<file path="config.mk">
export PLATFORM = sky130hd
export DESIGN_NAME = evt_uart
export DESIGN_NICKNAME = d
export VERILOG_FILES = /design/src/rtl/evt_uart_pkg.sv /design/src/rtl/evt_uart_tx.sv /design/src/rtl/evt_uart_rx.sv /design/src/rtl/evt_uart_regs.sv /design/src/rtl/evt_uart.sv
export SDC_FILE = /design/constraint.sdc
export NUM_CORES = 1
export LEC_CHECK = 0
export ABC_CLOCK_PERIOD_IN_PS = 7740
export BUFFER_PORTS_ARGS = -buffer_cell sky130_fd_sc_hd__buf_2
export CAP_MARGIN = 20
export CORE_MARGIN = 3
export CORE_UTILIZATION = 50
export CTS_BUF_LIST = sky130_fd_sc_hd__clkbuf_2 sky130_fd_sc_hd__clkbuf_4 sky130_fd_sc_hd__clkbuf_8
export DETAILED_ROUTE_END_ITERATION = 8
export PLACE_DENSITY = 0.69
export SYNTH_ARGS = -nofsm -noshare
export SYNTH_HDL_FRONTEND = slang
export SYNTH_SLANG_ARGS = --single-unit
</file>
<file path="constraint.sdc">
create_clock -name clk -period 7.74 [get_ports clk]
set_input_delay 1.548 -clock clk [delete_from_list [all_inputs] [get_ports clk]]
set_output_delay 1.548 -clock clk [all_outputs]
set_load 0.03 [all_outputs]
</file>
<file path="src/rtl/evt_uart_pkg.sv">
package evt_uart_pkg;
  localparam int unsigned IDX_DATA   = 0;
  localparam int unsigned IDX_DIV    = 1;
  localparam int unsigned IDX_STAT   = 2;
  localparam int unsigned IDX_CTRL   = 3;
  localparam int unsigned IDX_DBG    = 4;
  localparam int unsigned ST_EMPTY   = 0;
  localparam int unsigned ST_RXEV    = 1;
  localparam int unsigned ST_TXEV    = 2;
  localparam int unsigned CT_RXIE    = 0;
  localparam int unsigned CT_TXIE    = 1;
  localparam int unsigned CTRL_BITS  = 3;
  localparam int unsigned FRAME_BITS = 10;

  typedef enum logic [1:0] {RX_IDLE, RX_START, RX_DATA, RX_STOP} rx_state_e;
endpackage

</file>
<file path="src/rtl/evt_uart_tx.sv">
module evt_uart_tx #(
  parameter int unsigned DIV_W = 16
) (
  input  logic             clk,
  input  logic             rst_n,
  input  logic [DIV_W-1:0] div,
  input  logic             in_valid,
  input  logic [7:0]       in_data,
  output logic             busy,
  output logic             done,
  output logic             txd
);
  import evt_uart_pkg::*;
  localparam logic [3:0] LAST_BIT = 4'(FRAME_BITS - 1);

  logic [FRAME_BITS-1:0] shift_q;
  logic [DIV_W-1:0]      cnt_q, per_q;
  logic [3:0]            bitn_q;
  logic                  bit_end;

  assign bit_end = busy && (cnt_q == per_q - 1'b1);
  assign done    = bit_end && (bitn_q == LAST_BIT);
  assign txd     = busy ? shift_q[0] : 1'b1;

  always_ff @(posedge clk or negedge rst_n) begin
    if (!rst_n) begin
      busy    <= 1'b0;
      shift_q <= '1;
      cnt_q   <= '0;
      per_q   <= DIV_W'(1);
      bitn_q  <= '0;
    end else if (!busy) begin
      if (in_valid) begin
        busy    <= 1'b1;
        shift_q <= {1'b1, in_data, 1'b0};
        cnt_q   <= '0;
        bitn_q  <= '0;
        per_q   <= (div == '0) ? DIV_W'(1) : div;
      end
    end else if (bit_end) begin
      cnt_q   <= '0;
      shift_q <= {1'b1, shift_q[FRAME_BITS-1:1]};
      if (bitn_q == LAST_BIT) busy <= 1'b0;
      else                    bitn_q <= bitn_q + 4'd1;
    end else begin
      cnt_q <= cnt_q + 1'b1;
    end
  end
endmodule

</file>
<file path="src/rtl/evt_uart_rx.sv">
module evt_uart_rx #(
  parameter int unsigned DIV_W = 16
) (
  input  logic             clk,
  input  logic             rst_n,
  input  logic [DIV_W-1:0] div,
  input  logic             rxd,
  output logic             out_valid,
  output logic [7:0]       out_data
);
  import evt_uart_pkg::*;

  rx_state_e        state_q;
  logic             s1_q, s2_q;
  logic [DIV_W-1:0] cnt_q, per_q;
  logic [2:0]       bitn_q;
  logic [7:0]       sh_q;
  logic             bit_end;

  assign bit_end = (cnt_q == per_q - 1'b1);

  always_ff @(posedge clk or negedge rst_n) begin
    if (!rst_n) begin
      s1_q <= 1'b1;
      s2_q <= 1'b1;
    end else begin
      s1_q <= rxd;
      s2_q <= s1_q;
    end
  end

  always_ff @(posedge clk or negedge rst_n) begin
    if (!rst_n) begin
      state_q   <= RX_IDLE;
      cnt_q     <= '0;
      per_q     <= DIV_W'(1);
      bitn_q    <= '0;
      sh_q      <= '0;
      out_valid <= 1'b0;
      out_data  <= '0;
    end else begin
      out_valid <= 1'b0;
      case (state_q)
        RX_IDLE: begin
          if (!s2_q) begin
            state_q <= RX_START;
            cnt_q   <= '0;
            per_q   <= (div == '0) ? DIV_W'(1) : div;
          end
        end
        RX_START: begin
          if (cnt_q == (per_q >> 1)) begin
            cnt_q   <= '0;
            bitn_q  <= '0;
            state_q <= s2_q ? RX_IDLE : RX_DATA;
          end else begin
            cnt_q <= cnt_q + 1'b1;
          end
        end
        RX_DATA: begin
          if (bit_end) begin
            cnt_q <= '0;
            sh_q  <= {s2_q, sh_q[7:1]};
            if (bitn_q == 3'd7) state_q <= RX_STOP;
            else                bitn_q  <= bitn_q + 3'd1;
          end else begin
            cnt_q <= cnt_q + 1'b1;
          end
        end
        default: begin
          if (bit_end) begin
            out_valid <= 1'b1;
            out_data  <= sh_q;
            state_q   <= RX_IDLE;
          end else begin
            cnt_q <= cnt_q + 1'b1;
          end
        end
      endcase
    end
  end
endmodule

</file>
<file path="src/rtl/evt_uart_regs.sv">
module evt_uart_regs #(
  parameter int unsigned ADDR_W = 8,
  parameter int unsigned DIV_W  = 16
) (
  input  logic              clk,
  input  logic              rst_n,
  input  logic              bus_valid,
  input  logic              bus_write,
  input  logic [ADDR_W-1:0] bus_addr,
  input  logic [31:0]       bus_wdata,
  output logic [31:0]       bus_rdata,
  output logic              irq,
  output logic [DIV_W-1:0]  div,
  output logic              tx_valid,
  output logic [7:0]        tx_data,
  input  logic              tx_done,
  input  logic              rx_valid,
  input  logic [7:0]        rx_data
);
  import evt_uart_pkg::*;
  localparam int unsigned IDX_W = ADDR_W - 2;

  logic [CTRL_BITS-1:0] ctrl_q;
  logic                 dbg_q;
  logic                 rx_evt_q, tx_evt_q;
  logic [7:0]           hold_q;
  logic [IDX_W-1:0]     idx;
  logic                 aligned, wr, rd;
  logic [4:0]           hit;

  assign idx     = bus_addr[ADDR_W-1:2];
  assign aligned = (bus_addr[1:0] == 2'b00);
  assign wr      = bus_valid && bus_write && aligned;
  assign rd      = bus_valid && !bus_write && aligned;

  for (genvar g = 0; g < 5; g++) begin : g_hit
    assign hit[g] = (idx == IDX_W'(g));
  end

  assign tx_valid = wr && hit[IDX_DATA];
  assign tx_data  = bus_wdata[7:0];

  always_ff @(posedge clk or negedge rst_n) begin
    if (!rst_n) begin
      div      <= '0;
      ctrl_q   <= '0;
      dbg_q    <= 1'b0;
      rx_evt_q <= 1'b0;
      tx_evt_q <= 1'b0;
      hold_q   <= '0;
    end else begin
      if (wr && hit[IDX_DIV])  div    <= bus_wdata[DIV_W-1:0];
      if (wr && hit[IDX_CTRL]) ctrl_q <= bus_wdata[CTRL_BITS-1:0];
      if (wr && hit[IDX_DBG])  dbg_q  <= bus_wdata[0];

      if (tx_done) tx_evt_q <= 1'b1;
      else if (wr && hit[IDX_STAT] && bus_wdata[ST_TXEV]) tx_evt_q <= 1'b0;

      if (rx_valid && !rx_evt_q) begin
        rx_evt_q <= 1'b1;
        hold_q   <= rx_data;
      end else if (wr && hit[IDX_STAT] && bus_wdata[ST_RXEV]) begin
        rx_evt_q <= 1'b0;
      end
    end
  end

  assign irq = (rx_evt_q && ctrl_q[CT_RXIE]) || (tx_evt_q && ctrl_q[CT_TXIE]);

  always_comb begin
    bus_rdata = '0;
    if (rd) begin
      if (hit[IDX_DATA]) bus_rdata[7:0] = hold_q;
      if (hit[IDX_DIV])  bus_rdata[DIV_W-1:0] = div;
      if (hit[IDX_STAT]) begin
        bus_rdata[ST_EMPTY] = 1'b1;
        bus_rdata[ST_RXEV]  = rx_evt_q;
        bus_rdata[ST_TXEV]  = tx_evt_q;
      end
      if (hit[IDX_CTRL]) bus_rdata[CTRL_BITS-1:0] = ctrl_q;
      if (hit[IDX_DBG])  bus_rdata[0] = dbg_q;
    end
  end
endmodule

</file>
<file path="src/rtl/evt_uart.sv">
module evt_uart #(
  parameter int unsigned ADDR_W = 8,
  parameter int unsigned DIV_W  = 16
) (
  input  logic              clk,
  input  logic              rst_n,
  input  logic              bus_valid,
  input  logic              bus_write,
  input  logic [ADDR_W-1:0] bus_addr,
  input  logic [31:0]       bus_wdata,
  output logic [31:0]       bus_rdata,
  output logic              irq,
  output logic              txd,
  input  logic              rxd
);
  logic [DIV_W-1:0] div;
  logic             tx_valid, tx_done, tx_busy, rx_valid;
  logic [7:0]       tx_data, rx_data;

  evt_uart_regs #(.ADDR_W(ADDR_W), .DIV_W(DIV_W)) u_regs (
    .clk(clk), .rst_n(rst_n),
    .bus_valid(bus_valid), .bus_write(bus_write), .bus_addr(bus_addr),
    .bus_wdata(bus_wdata), .bus_rdata(bus_rdata), .irq(irq), .div(div),
    .tx_valid(tx_valid), .tx_data(tx_data), .tx_done(tx_done),
    .rx_valid(rx_valid), .rx_data(rx_data)
  );

  evt_uart_tx #(.DIV_W(DIV_W)) u_tx (
    .clk(clk), .rst_n(rst_n), .div(div), .in_valid(tx_valid),
    .in_data(tx_data), .busy(tx_busy), .done(tx_done), .txd(txd)
  );

  evt_uart_rx #(.DIV_W(DIV_W)) u_rx (
    .clk(clk), .rst_n(rst_n), .div(div), .rxd(rxd),
    .out_valid(rx_valid), .out_data(rx_data)
  );
endmodule

</file>
==> results.toml <==
[outcome]
outcome = "completed"

[drt]
wirelength_mm = 18.5
wl_per_cell_um = 17.6
drt_iter0_markers = 397
drtAntennaViolNets = 0
vias_per_cell = 5.85
num_vias = 6169
first_pass_iters = 5
drc = 0

[hold_path]
hp-class = "register to register"

[placement]
place_congestion = 0.959
placed_area_mm2 = 0.00822
io_buffer_count = 46
dp_hpwl_mm = 13.8
dp_cells = 1023

[setup_path]
critPathLaunchType = "primary input"
worst-setup-path-type = "primary input to output pin"
critPathArrivalTime_ps = 3680
reg2reg_slack_ps = 4380
worst-path-max-fanout = 8
endpoint_kind = "output pin"
required_ps = 6190

[grt]
grt_usage_pct = 21.9
grt_pass1_wl_mm = 31.1
grt_start_max_net_pins = 70
antenna_found_initial = 0
grt_pass1_vias = 6179
grt_overflow = 0

[clocking]
numCtsBuffers = 17
h-tree-depth = 4
cts.sinks = 132
ctsHoldBuffers = 0
cts_tree = "done"
clock_latency_ps = 460
clock-root-buffer = "clkbuf_8"
postCtsSetupBuffers = 0
ctsResizeCount = 0
path_clk_slew_ps = 90
ctsLongestPathBuffers = 2

[logic_synthesis]
synth_cell_types = 78
yosysSeqAreaShare_pct = 41.7
synth-edff-count = 0
syn-instance-count = 809
yosysTopAreaCellShare_pct = 37.4
yosysTopAreaCell = "dfrtp_1"
synthArstFlopShare_pct = 100
netlist_area_mm2 = 0.00797
ys.warnings.count = 0
ys_seq_elements = 132
ys.flop_type = "dfrtp_1"
yosys-top-cells-area = "dfrtp_1, mux2_2, dfstp_2"
avgSynthCellArea_um2 = 9.85

[floorplan]
die_y_um = 132
die_x_um = 132
io_pins = 79
fp.coreArea_mm2 = 0.0154
num_rows = 45
die_area_mm2 = 0.0175
start_util_pct = 51.8

[final_layout]
fillers = 1398
stdcell_count = 1055
final_area_mm2 = 0.00863
syn2layout_area_growth_pct = 8.37
multi_input_area_mm2 = 0.00429
seqCellArea_mm2 = 0.00332
final_nets = 884
antenna_cells = 0
drive_gt1_share_pct = 23.2

[timing]
worst_pin_slew_ps = 946
finalMaxSlewViolations = 0
hold_viol_final = 0
fin_crit_sh_pct = 67.6
setup_viol_count_final = 0
rsz0062_at_grt = "false"
relSlewSlack_pct = 36.7
timing.fmax_ghz = 0.191
fin_tns_setup_ps = 0
skew_ps = 14.2
period_minus_slack_ps = 5230

[power]
leakagePower_nw = 4.00
p_per_area_mw_per_mm2 = 254
vdd_drop_max_v = 0.000177

[run]
cap_viol_max_count = 0
[placed cells by master, fill, tap and decap left out, types with 5 or more instances in the layout]
master and n:
mux2_2 70, mux2i_1 15, nor2b_1 10, a21oi_1 26, xnor2_1 32, dfstp_2 13
or3_1 22, nor2_1 40, nand4_1 21, o21ai_0 22, xor2_1 24, and3_1 17
buf_2 45, dfrtp_1 119, conb_1 16, inv_1 17, nand2_1 79, clkbuf_8 17
and2_1 6, nand4b_1 6, nand3b_1 7, o211ai_1 5, nor3_1 13, nand2b_1 11
nand3_1 32, a211oi_1 8, o311ai_0 5, nor4_1 13, o21ai_1 12, nor3b_1 7
ha_1 8, buf_4 6, a21o_1 8
[worst paths after layout]
path	start	endpoint	cells past startpoint
worst min register to register	u_rx.s1_q	u_rx.s2_q	0
worst max register to register	u_tx.per_q[1]	u_tx.shift_q[6]	9
worst min-delay path	u_rx.s1_q	u_rx.s2_q	0
worst max-delay path	bus_addr[4]	bus_rdata[12]	6
max in group asynchronous	rst_n	u_rx.per_q[14]	2
min in group asynchronous	rst_n	u_regs.div[10]	1
[logic make-up after synthesis]
| family | count (synthesis) | share of synthesized area, % |
|---|---|---|
| mux | 85 | 11.8 |
| other cells | 1 | 0.0471 |
| compound gates | 127 | 10.9 |
| simple gates | 319 | 22.8 |
| xor+xnor | 56 | 6.16 |
| flops | 132 | 41.7 |
| buf+inv | 81 | 5.40 |
| fa+ha+maj | 8 | 1.26 |
[critical path: stages]
cell and delay, ps:
buf_2 110, nor4_1 690, nand2_1 260, nor2_1 550, and3_1 290, buf_2 220
[cell usage after synthesis, types with 8 or more instances]
master,n
dfrtp_1,119
nand2_1,79
mux2_2,70
nor2_1,40
nand3_1,32
xnor2_1,32
clkbuf_1,30
a21oi_1,26
xor2_1,24
o21ai_0,22
or3_1,22
nand4_1,21
and3_1,17
inv_1,17
buf_4,16
mux2i_1,15
nor3_1,14
dfstp_2,13
nor4_1,13
o21ai_1,12
nand2b_1,11
buf_2,10
nor2b_1,10
a211oi_1,8
a21o_1,8
ha_1,8
[sequential cells by signal, summed over array words and instances, names as in the netlist]
name / flops
u_regs.hold_q: 8
u_rx.cnt_q: 16
u_rx.bitn_q: 3
u_regs.tx_evt_q: 1
u_rx.per_q: 16
u_tx.cnt_q: 16
u_regs.ctrl_q: 3
u_rx.s2_q: 1
u_tx.busy: 1
u_rx.s1_q: 1
u_tx.shift_q: 9
u_regs.div: 16
u_rx.sh_q: 8
u_regs.rx_evt_q: 1
u_regs.dbg_q: 1
u_tx.per_q: 16
u_rx.out_data: 8
u_rx.out_valid: 1
u_rx.state_q: 2
u_tx.bitn_q: 4
[stage by stage]
step	util, %	worst slack, ps	hold slack [ps]	power (W)
after floorplan	-	3070	345	0.00143
after global placement	53.4	2520	347	0.00156
after detailed placement	53.4	2520	348	0.00160
after CTS	56.2	2520	362	0.00221
after global routing	56.2	2270	364	0.00234
final	56.2	2510	360	0.00219
[area by class of cell]
class	count	area share [%]
clock buffers	17	2.71
repair buffers	52	3.26
flip-flops and latches	132	38.4
clock inverters	15	2.14
inverters	17	0.739
multi-input cells	611	49.6
well taps	211	3.06
[layer usage]
layer / GRT usage, % / share of wire (%) / vias up
met3: 4.85 / 4.1 / 29
met1: 28.3 / 44 / 3063
met4: 8.37 / 2.3 / 0
li1: - / - / 2947
met2: 36.0 / 49 / 130
met5: 0 / 0 / -
[power breakdown]
part	switching (W)	internal, W
clock network	0.000328	0.000275
registers	0.000150	0.000790
logic	0.000346	0.000300
Power figures use the tool's default switching activity.
